**config.mk**
```make
export PLATFORM = sky130hd
export DESIGN_NAME = prio_irq_ctrl
export DESIGN_NICKNAME = d
export VERILOG_FILES = /design/src/rtl/prio_irq_pkg.sv /design/src/rtl/irq_edge_det.sv /design/src/rtl/irq_regs.sv /design/src/rtl/irq_arb.sv /design/src/rtl/prio_irq_ctrl.sv
export SDC_FILE = /design/constraint.sdc
export NUM_CORES = 1
export LEC_CHECK = 0
export ABC_AREA = 0
export BUFFER_PORTS_ARGS = -buffer_cell sky130_fd_sc_hd__buf_4
export CELL_PAD_IN_SITES_DETAIL_PLACEMENT = 0
export CELL_PAD_IN_SITES_GLOBAL_PLACEMENT = 1
export CORE_ASPECT_RATIO = 1.75
export CORE_MARGIN = 1.5
export CORE_UTILIZATION = 32
export DETAILED_ROUTE_END_ITERATION = 10
export PLACE_DENSITY_LB_ADDON = 0.1
export SLEW_MARGIN = 5
export SYNTH_ARGS = -nofsm -noshare
export SYNTH_HDL_FRONTEND = slang
export SYNTH_HIERARCHICAL = 1
export SYNTH_SLANG_ARGS = --single-unit
```
**constraint.sdc**
```tcl
create_clock -name clk -period 1.6 [get_ports clk]
set_input_delay 0.08 -clock clk [delete_from_list [all_inputs] [get_ports clk]]
set_output_delay 0.08 -clock clk [all_outputs]
set_load 0.005 [all_outputs]
```
**src/rtl/prio_irq_pkg.sv**
```systemverilog
package prio_irq_pkg;
    localparam int NSRC        = 6;
    localparam int SRC_PER_REG = 3;
    localparam int IDXW        = $clog2(NSRC);
    localparam int FLAG_LSB    = 4;
    localparam int EN_LSB      = 1;
    localparam int VEC_STEP    = 4;

    typedef enum logic [0:0] {
        ST_WAIT = 1'b0,
        ST_ACK  = 1'b1
    } irq_state_t;

    function automatic logic [7:0] vec_of(input logic [IDXW-1:0] idx);
        return 8'((int'(idx) + 1) * VEC_STEP);
    endfunction
endpackage

```
**src/rtl/irq_edge_det.sv**
```systemverilog
module irq_edge_det #(
    parameter int NPIN = 2
) (
    input  logic            clk,
    input  logic            rst_n,
    input  logic [NPIN-1:0] pin,
    input  logic [NPIN-1:0] rise_sel,
    output logic [NPIN-1:0] edge_hit
);
    logic [NPIN-1:0] pin_q;
    logic            armed;

    always_ff @(posedge clk or negedge rst_n) begin
        if (!rst_n) begin
            pin_q <= '0;
            armed <= 1'b0;
        end else begin
            pin_q <= pin;
            armed <= 1'b1;
        end
    end

    for (genvar g = 0; g < NPIN; g++) begin : g_pin
        assign edge_hit[g] = armed & (rise_sel[g] ? (pin[g] & ~pin_q[g])
                                                  : (~pin[g] & pin_q[g]));
    end
endmodule

```
**src/rtl/irq_regs.sv**
```systemverilog
module irq_regs
    import prio_irq_pkg::*;
#(
    parameter logic [7:0] ADDR_A = 8'h0B,
    parameter logic [7:0] ADDR_B = 8'h1E
) (
    input  logic            clk,
    input  logic            rst_n,
    input  logic            wr,
    input  logic [7:0]      addr,
    input  logic [7:0]      wdata,
    output logic [7:0]      rdata,
    input  logic [NSRC-1:0] hw_set,
    input  logic            ack_clr,
    input  logic [IDXW-1:0] ack_idx,
    input  logic            reti,
    output logic [NSRC-1:0] flag,
    output logic [NSRC-1:0] en,
    output logic            gie
);
    localparam int NREG = (NSRC + SRC_PER_REG - 1) / SRC_PER_REG;

    logic [NREG-1:0] wsel;
    logic [7:0]      img [NREG];

    always_comb begin
        wsel[0] = wr && (addr == ADDR_A);
        wsel[1] = wr && (addr == ADDR_B);
    end

    always_ff @(posedge clk or negedge rst_n) begin
        if (!rst_n) begin
            flag <= '0;
            en   <= '0;
            gie  <= 1'b0;
        end else begin
            for (int i = 0; i < NSRC; i++) begin
                if (wsel[i / SRC_PER_REG]) begin
                    flag[i] <= wdata[FLAG_LSB + i % SRC_PER_REG];
                    en[i]   <= wdata[EN_LSB + i % SRC_PER_REG];
                end
                if (ack_clr && ack_idx == IDXW'(i)) flag[i] <= 1'b0;
                if (hw_set[i]) flag[i] <= 1'b1;
            end
            if (wsel[0]) gie <= wdata[0];
            if (reti)    gie <= 1'b1;
            if (ack_clr) gie <= 1'b0;
        end
    end

    always_comb begin
        for (int r = 0; r < NREG; r++) img[r] = 8'h00;
        img[0][0] = gie;
        for (int i = 0; i < NSRC; i++) begin
            img[i / SRC_PER_REG][FLAG_LSB + i % SRC_PER_REG] = flag[i];
            img[i / SRC_PER_REG][EN_LSB + i % SRC_PER_REG]   = en[i];
        end
        if (addr == ADDR_A)      rdata = img[0];
        else if (addr == ADDR_B) rdata = img[1];
        else                     rdata = 8'h00;
    end
endmodule

```
**src/rtl/irq_arb.sv**
```systemverilog
module irq_arb
    import prio_irq_pkg::*;
(
    input  logic [NSRC-1:0] pend,
    output logic            any,
    output logic [IDXW-1:0] idx
);
    always_comb begin
        any = 1'b0;
        idx = '0;
        for (int i = NSRC - 1; i >= 0; i--) begin
            if (pend[i]) begin
                any = 1'b1;
                idx = IDXW'(i);
            end
        end
    end
endmodule

```
**src/rtl/prio_irq_ctrl.sv**
```systemverilog
module prio_irq_ctrl
    import prio_irq_pkg::*;
#(
    parameter logic [7:0] ADDR_A = 8'h0B,
    parameter logic [7:0] ADDR_B = 8'h1E
) (
    input  logic       clk,
    input  logic       rst_n,
    input  logic       t2_tick,
    input  logic [1:0] ext_pin,
    input  logic [1:0] ext_rise_sel,
    input  logic       tmr0_ovf,
    input  logic       rcc_ovf,
    input  logic       tmr1_ovf,
    input  logic       adc_done,
    input  logic       stack_full,
    input  logic       reg_wr,
    input  logic [7:0] reg_addr,
    input  logic [7:0] reg_wdata,
    output logic [7:0] reg_rdata,
    input  logic       ret_strobe,
    input  logic       reti_strobe,
    output logic       irq_ack,
    output logic [7:0] irq_vector,
    output logic       pc_push
);
    irq_state_t      state_q;
    logic [IDXW-1:0] idx_q;
    logic [1:0]      ext_hit;
    logic [NSRC-1:0] hw_set;
    logic [NSRC-1:0] flag;
    logic [NSRC-1:0] en;
    logic            gie;
    logic [NSRC-1:0] pend;
    logic            pend_any;
    logic [IDXW-1:0] pend_idx;

    irq_edge_det #(.NPIN(2)) u_edge (
        .clk      (clk),
        .rst_n    (rst_n),
        .pin      (ext_pin),
        .rise_sel (ext_rise_sel),
        .edge_hit (ext_hit)
    );

    // Source order is the priority order, index 0 highest.
    assign hw_set = {adc_done, tmr1_ovf, rcc_ovf, tmr0_ovf, ext_hit};

    irq_regs #(.ADDR_A(ADDR_A), .ADDR_B(ADDR_B)) u_regs (
        .clk     (clk),
        .rst_n   (rst_n),
        .wr      (reg_wr),
        .addr    (reg_addr),
        .wdata   (reg_wdata),
        .rdata   (reg_rdata),
        .hw_set  (hw_set),
        .ack_clr (irq_ack),
        .ack_idx (idx_q),
        .reti    (reti_strobe),
        .flag    (flag),
        .en      (en),
        .gie     (gie)
    );

    assign pend = flag & en & {NSRC{gie & ~stack_full}};

    irq_arb u_arb (
        .pend (pend),
        .any  (pend_any),
        .idx  (pend_idx)
    );

    // State register: ST_WAIT -take-> ST_ACK -done-> ST_WAIT
    always_ff @(posedge clk or negedge rst_n) begin
        if (!rst_n) begin
            state_q <= ST_WAIT;
            idx_q   <= '0;
        end else begin
            unique case (state_q)
                ST_WAIT: begin
                    if (t2_tick && pend_any) begin
                        state_q <= ST_ACK;
                        idx_q   <= pend_idx;
                    end
                end
                ST_ACK: state_q <= ST_WAIT;
                default: state_q <= ST_WAIT;
            endcase
        end
    end

    // Outputs
    always_comb begin
        irq_ack    = 1'b0;
        pc_push    = 1'b0;
        irq_vector = 8'h00;
        unique case (state_q)
            ST_WAIT: ;
            ST_ACK: begin
                irq_ack    = 1'b1;
                pc_push    = 1'b1;
                irq_vector = vec_of(idx_q);
            end
            default: ;
        endcase
    end

    logic unused_ret;
    assign unused_ret = ret_strobe;
endmodule


```
; Word-level counts from Yosys, hierarchy flattened
; Cells that the tools add are included.
[classes]
n_addsub = 1
multipliers = 0
div = 0
magnitude_cmp = 0
eq_ne = 7
shift = 0
muxes = 41
bitwise_logic = 15
reduce_logical = 18
[op_table]
columns = cell, n
row1 = 2-to-1 mux 1 bit, 31
row2 = nonzero test 3 bit, 7
row3 = 2-to-1 mux 3 bit, 6
row4 = 2-to-1 mux 7 bit, 2
row5 = bitwise AND 6 bit, 2
row6 = logical AND 1 bit, 9
row7 = == test 8 x 4 -> 1 bit (second input constant), 1
row8 = == test 8 x 5 -> 1 bit (second input constant), 1
row9 = bitwise AND 1 bit, 7
row10 = == test 3 x 2 -> 1 bit (second input constant), 2
row11 = == test 3 bit (second input constant), 2
row12 = 2-to-1 mux 6 bit, 1
row13 = inverter 1 bit, 6
row14 = adder 3 x 1 -> 4 bit (second input constant), 1
row15 = == test 3 x 1 -> 1 bit (second input constant), 1
row16 = logical NOT 3 bit, 1
row17 = one-hot mux 1 bit (2 select lines), 1
row18 = AND reduction 2 bit, 1
[word_totals]
register_bits = 20
latchBits = 0
ramBits = 0
rom_bits = 0
output_inout_bits = 18
elab_cells = 95
n_memories = 0

; Logic depth before layout (Yosys ltp)
[logic_depth]
ltp_word = 12
depth_mapped = 6

; By module
; The synthesis kept the hierarchy.
[modules_own_cells]
columns = module, n_inst, cells_per_inst, area_per_inst_um2, seq_area_each_um2
row1 = irq_regs, 1, 73, 782.0, 325.3
row2 = prio_irq_ctrl, 1, 28, 306.5, 100.1
row3 = irq_edge_det, 1, 10, 126.4, 75.1
row4 = irq_arb, 1, 10, 57.6, 0.0

; Worst setup path after synthesis
; No wires, ideal clock.
[synth_timing]
path_kind = flip-flop to flip-flop
start = register u_regs.gie
end = register idx_q[0]
setup_time_ns = 0.125
t_arrival_ns = 1.519
required_time_ns = 1.475
setup_slack_ns = -0.044
path_stages_with_launch = 7
n_path_buf = 0
period_less_slack_ns = 1.644
path_cell_list = dfrtp_1 > nor2b_1 > and3_1 > nor4_2 > nand2_1 > nand3b_4 > mux2_4
[synth_rtl]
columns = item, line
row1 = "start, declared", irq_regs.sv:19  ; output logic gie
row2 = "start signal, assigned", irq_regs.sv:45  ; if (wsel[0]) gie <= wdata[0];
row3 = bitwise AND 1 bit, prio_irq_ctrl.sv:65  ; assign pend = flag & en & {NSRC{gie & ~stack_full}};
row4 = bitwise AND 6 bit, prio_irq_ctrl.sv:65
row5 = named net pend[0], prio_irq_ctrl.sv:34  ; logic [NSRC-1:0] pend;
row6 = 2-to-1 mux 1 bit, irq_arb.sv:12  ; if (pend[i]) begin
row7 = named net pend_any, prio_irq_ctrl.sv:35  ; logic pend_any;
row8 = logical AND 1 bit, prio_irq_ctrl.sv:81  ; if (t2_tick && pend_any) begin
row9 = AND reduction 2 bit (no source line), n/a
row10 = "end signal, assigned", prio_irq_ctrl.sv:83  ; idx_q <= pend_idx;
row11 = "end, declared", prio_irq_ctrl.sv:28  ; logic [IDXW-1:0] idx_q;
; The timed path passes the listed nets, and every way through them passes these cells.
; A chain may end at the register's enable or synchronous reset.

; Worst setup path after layout
[layout_timing]
start = register u_regs.gie
end = register idx_q[2]
[layout_rtl]
columns = item, line
row1 = bitwise AND 1 bit, prio_irq_ctrl.sv:65
row2 = bitwise AND 6 bit, prio_irq_ctrl.sv:65
row3 = named net pend[2], prio_irq_ctrl.sv:34
row4 = 2-to-1 mux 1 bit (3 in series), irq_arb.sv:12
row5 = named net pend_any, prio_irq_ctrl.sv:35
row6 = logical AND 1 bit, prio_irq_ctrl.sv:81
row7 = AND reduction 2 bit (no source line), n/a
; The timed path passes the listed nets, and every way through them passes these cells.

==> metrics.md <==
| Metric | Value |
|---|---|
| Status | finished, violations left |
| Failing checks | setup timing |
| Post-synthesis cell count | between 100 and 150 |
| Max Fanout on Critical Path | 6 |
| I/O pin count | 49 |
| WP data required | between 1.5 and 2 ns |
| Simple logic cell fraction of the synthesized area | 0.333 |
| First-pass GRT wire length | 5.76 mm |
| Final WL | 3.67 mm |
| Worst hold path type | primary input to register |
| Ys async rst share | 1.00 |
| Clk Latency, worst-skew pair | 0.27 ns |
| Clock Path Buffers | 2 |
| Number of port buffers | 41 |
| Syn Area/Cell | 10.5 sq um |
| Die Ht | slightly below 90 um |
| Flops & latches, synth | 20 |
| Vias per inst | around 5.3 |
| DRT iter0 DRCs | 33 |
| Max cap viols | 0 |
| Pin count of the biggest net entering global routing | 21 |
| Final worst path period need | 1.62 ns |
| Mux contribution to synthesized area | 0.0885 |
| Ratio of cells with drive above 1 in the final layout | 0.481 |
| Period Utilization, post-route | 1.01 |
| Synthesis-to-layout area growth | 47.1% |
| CTS tree | built |
| All-Layer GR Usage | 0.177 |
| Final ANT Viol Nets | 0 |
| Final Instance Area | between 1500 and 2000 sq um |
| RSZ-0062 raised after global routing | true |
| Met2 Resource Use GR | 0.309 |
| Post-synth EDFFs | 0 |
| Residual DRC | 0 |
| Fin util | 0.489 |
| Nets | about 210 |
| Vias in the first global route | around 1,200 |
| ANT cells | 0 |
| Placed cell area | 1720 sq um |
| GRT overflow | 0 |
| Final HPWL DP | roughly 2.7 mm |
| # rows | 30 |
| Crit path max-delay cell type | dfrtp_1 |
| CP startpoint kind | register |
| CP Class | register to register |
| Clk sinks | 20 |
| Initial Util | 0.332 |
| Largest family of logic cells by synthesized area | simple AND/OR/NAND/NOR gates |
| Die width | a little over 50 um |
| Final Hold Fails | 0 |
| CP delay by family, top | simple AND/OR/NAND/NOR gates |
| Max-slew violations | 0 |
| Clock skew | roughly 0.0021 ns |
| Initial antenna violation count | 0 |
| Netlist Area Pre-Place | 1270 sq um |
| Pwr dens | 740 nW/um^2 |
| Max VDD drop | ~0.50 mV |
| Avg WL per Cell | 16.0 um |
| CTS Buf Count | 3 |
| Leak pwr | roughly 0.94 nW |
| Die area | 4380 sq um |
| Syn. warnings | 6 |
| Arr. time, crit path | between 1.5 and 2 ns |
| Final Non-Filler Cells | around 230 |
| Vias | ~1,200 |
| Adder-cell share of the synthesized area | 0.00983 |
| Grt met3 use | 0.0190 |
| Most used routing layer | met2 |
| Post-Synth XOR/XNOR Area | 0.00688 |
| Max Clk Rate | 0.619 GHz |
| First-pass DRT Iterations | 4 |
| Clock Pin Slew Worst Setup and Hold Paths | 0.08 ns |
| Register area share after synthesis | 0.393 |
| CP max stage delay | 0.38 ns |
| Crit path buffers/inverters | 0 |
| CTS H-tree depth | 1 |
| Final setup fails | 3 |
| CP Capture Type | register |
| Final WS setup | -0.0163 ns |
| Compound-cell area share of the yosys netlist | 0.112 |
| GPL Wtd Cong | 0.782 |
| CORE AREA | 3830 sq um |
| Root Driver | clkbuf_8 |
| Most used DFF post-synth | dfrtp_1 |
| M1 GR Usage | 0.211 |
| Worst path cell trace | nor2b_4, and3_4, nor4_4, nand2_1, nand3b_4, mux2_4 |
| Placed cells | around 220 |
| Count of cell types in the netlist | 36 |
[placed cells by master, fill, tap and decap left out, types with 2 or more instances in the layout]
master | synthesis | routed
nand4b_1 | 4 | 4
dlygate4sd3_1 | 0 | 3
and3_1 | 12 | 8
nand2_1 | 5 | 5
buf_4 | 6 | 56
dfrtp_1 | 20 | 19
mux2_2 | 6 | 6
clkbuf_8 | 0 | 3
nand4bb_1 | 3 | 3
a221o_1 | 6 | 6
nor2_1 | 12 | 12
and2_2 | 2 | 2
a31oi_1 | 2 | 2
mux2_4 | 3 | 3
inv_1 | 3 | 3
nor2b_1 | 4 | 3
and2_1 | 5 | 5
a22oi_1 | 6 | 6
conb_1 | 3 | 6
and3_4 | 0 | 4
[final cells by class]
type | count | area [sq um]
inverter | 3 | 11.3
tap | 48 | 60.1
timing repair buffer | 60 | 462
sequential | 20 | 502
clock buffer | 3 | 41.3
fill | 364 | 1960
clock inverter | 1 | 30.0
multi-input combinational | 94 | 766
[through the flow]
step	worst slack (ns)	power (mW)	hold slack [ns]	TNS, ns
5_1_grt	-0.0970	1.45	0.0126	-0.284
3_5_place_dp	-0.0391	0.851	-0.0164	-0.119
4_1_cts	-0.0129	1.39	0.000343	-0.0249
3_3_place_gp	-0.00730	0.842	-0.0219	-0.0187
2_1_floorplan	0.00806	0.712	-0.216	0
6_report	-0.0163	1.39	0.00831	-0.0385
[cells in the mapped netlist (4+ instances only)]
master / number / area share
dfrtp_1: 20 / 0.39
buf_4: 6 / 0.035
nor2b_1: 4 / 0.020
nand4b_1: 4 / 0.028
a22oi_1: 6 / 0.035
nand2_1: 5 / 0.015
and2_1: 5 / 0.025
and3_1: 12 / 0.059
a221o_1: 6 / 0.047
mux2_2: 6 / 0.053
nor2_1: 12 / 0.035
[kinds of logic after synthesis]
logic type | after synthesis
flip-flops | 20
XOR/XNOR | 1
other | 3
adder cells (fa/ha/maj) | 1
buffers and inverters | 10
multiplexers | 9
AND/OR/NAND/NOR | 60
AO/OA/AOI/OAI | 17
[metal layers]
metal / up-vias / routed length [um] / share of wire
li1: 562 / - / -
met1: 590 / 1460 / 0.40
met2: 48 / 1930 / 0.53
met3: 9 / 157 / 0.043
met4: 0 / 119 / 0.032
met5: - / 0 / 0
[power by group]
| group | switching (mW) | internal, mW |
|---|---|---|
| Sequential | 0.0268 | 0.541 |
| Combinational | 0.126 | 0.171 |
| Clock | 0.186 | 0.334 |
| Total | 0.338 | 1.05 |
[flip-flops by register name (all words and copies together) (netlist names)]
name,cells
u_regs/en,6
u_regs/flag,6
idx_q,3
u_edge/pin_q,2
state_q,1
u_edge/armed,1
u_regs/gie,1
[timing repair]
| item | CTS | global route |
|---|---|---|
| hold endpoints to repair | 22 | 0 |
| pin swaps | 5 | 4 |
| hold buffers | 3 | 0 |
| setup buffers | 2 | 1 |
| gates resized for setup | 3 | 3 |
| setup endpoints to repair | 4 | 5 |
[worst reg2reg max path: stages, from the launching register on]
cell,delay (ns)
dfrtp_1,0.38
nor2b_4,0.14
and3_4,0.16
nor4_4,0.27
nand2_1,0.13
nand3b_4,0.12
mux2_4,0.30
[final timing paths]
check / from / endpoint / slack, ns / cells past startpoint
max in group asynchronous: rst_n / idx_q[0] / 1.13 / 2
max reg2reg: u_regs/gie / idx_q[2] / -0.02 / 6
max: u_regs/gie / idx_q[2] / -0.02 / 6
min in group asynchronous: rst_n / idx_q[1] / 0.23 / 2
min reg2reg: u_regs/en[4] / u_regs/en[4] / 0.55 / 1
min: tmr1_ovf / u_regs/flag[4] / 0.008 / 2
Note: power is estimated with default switching activity, not from simulation.
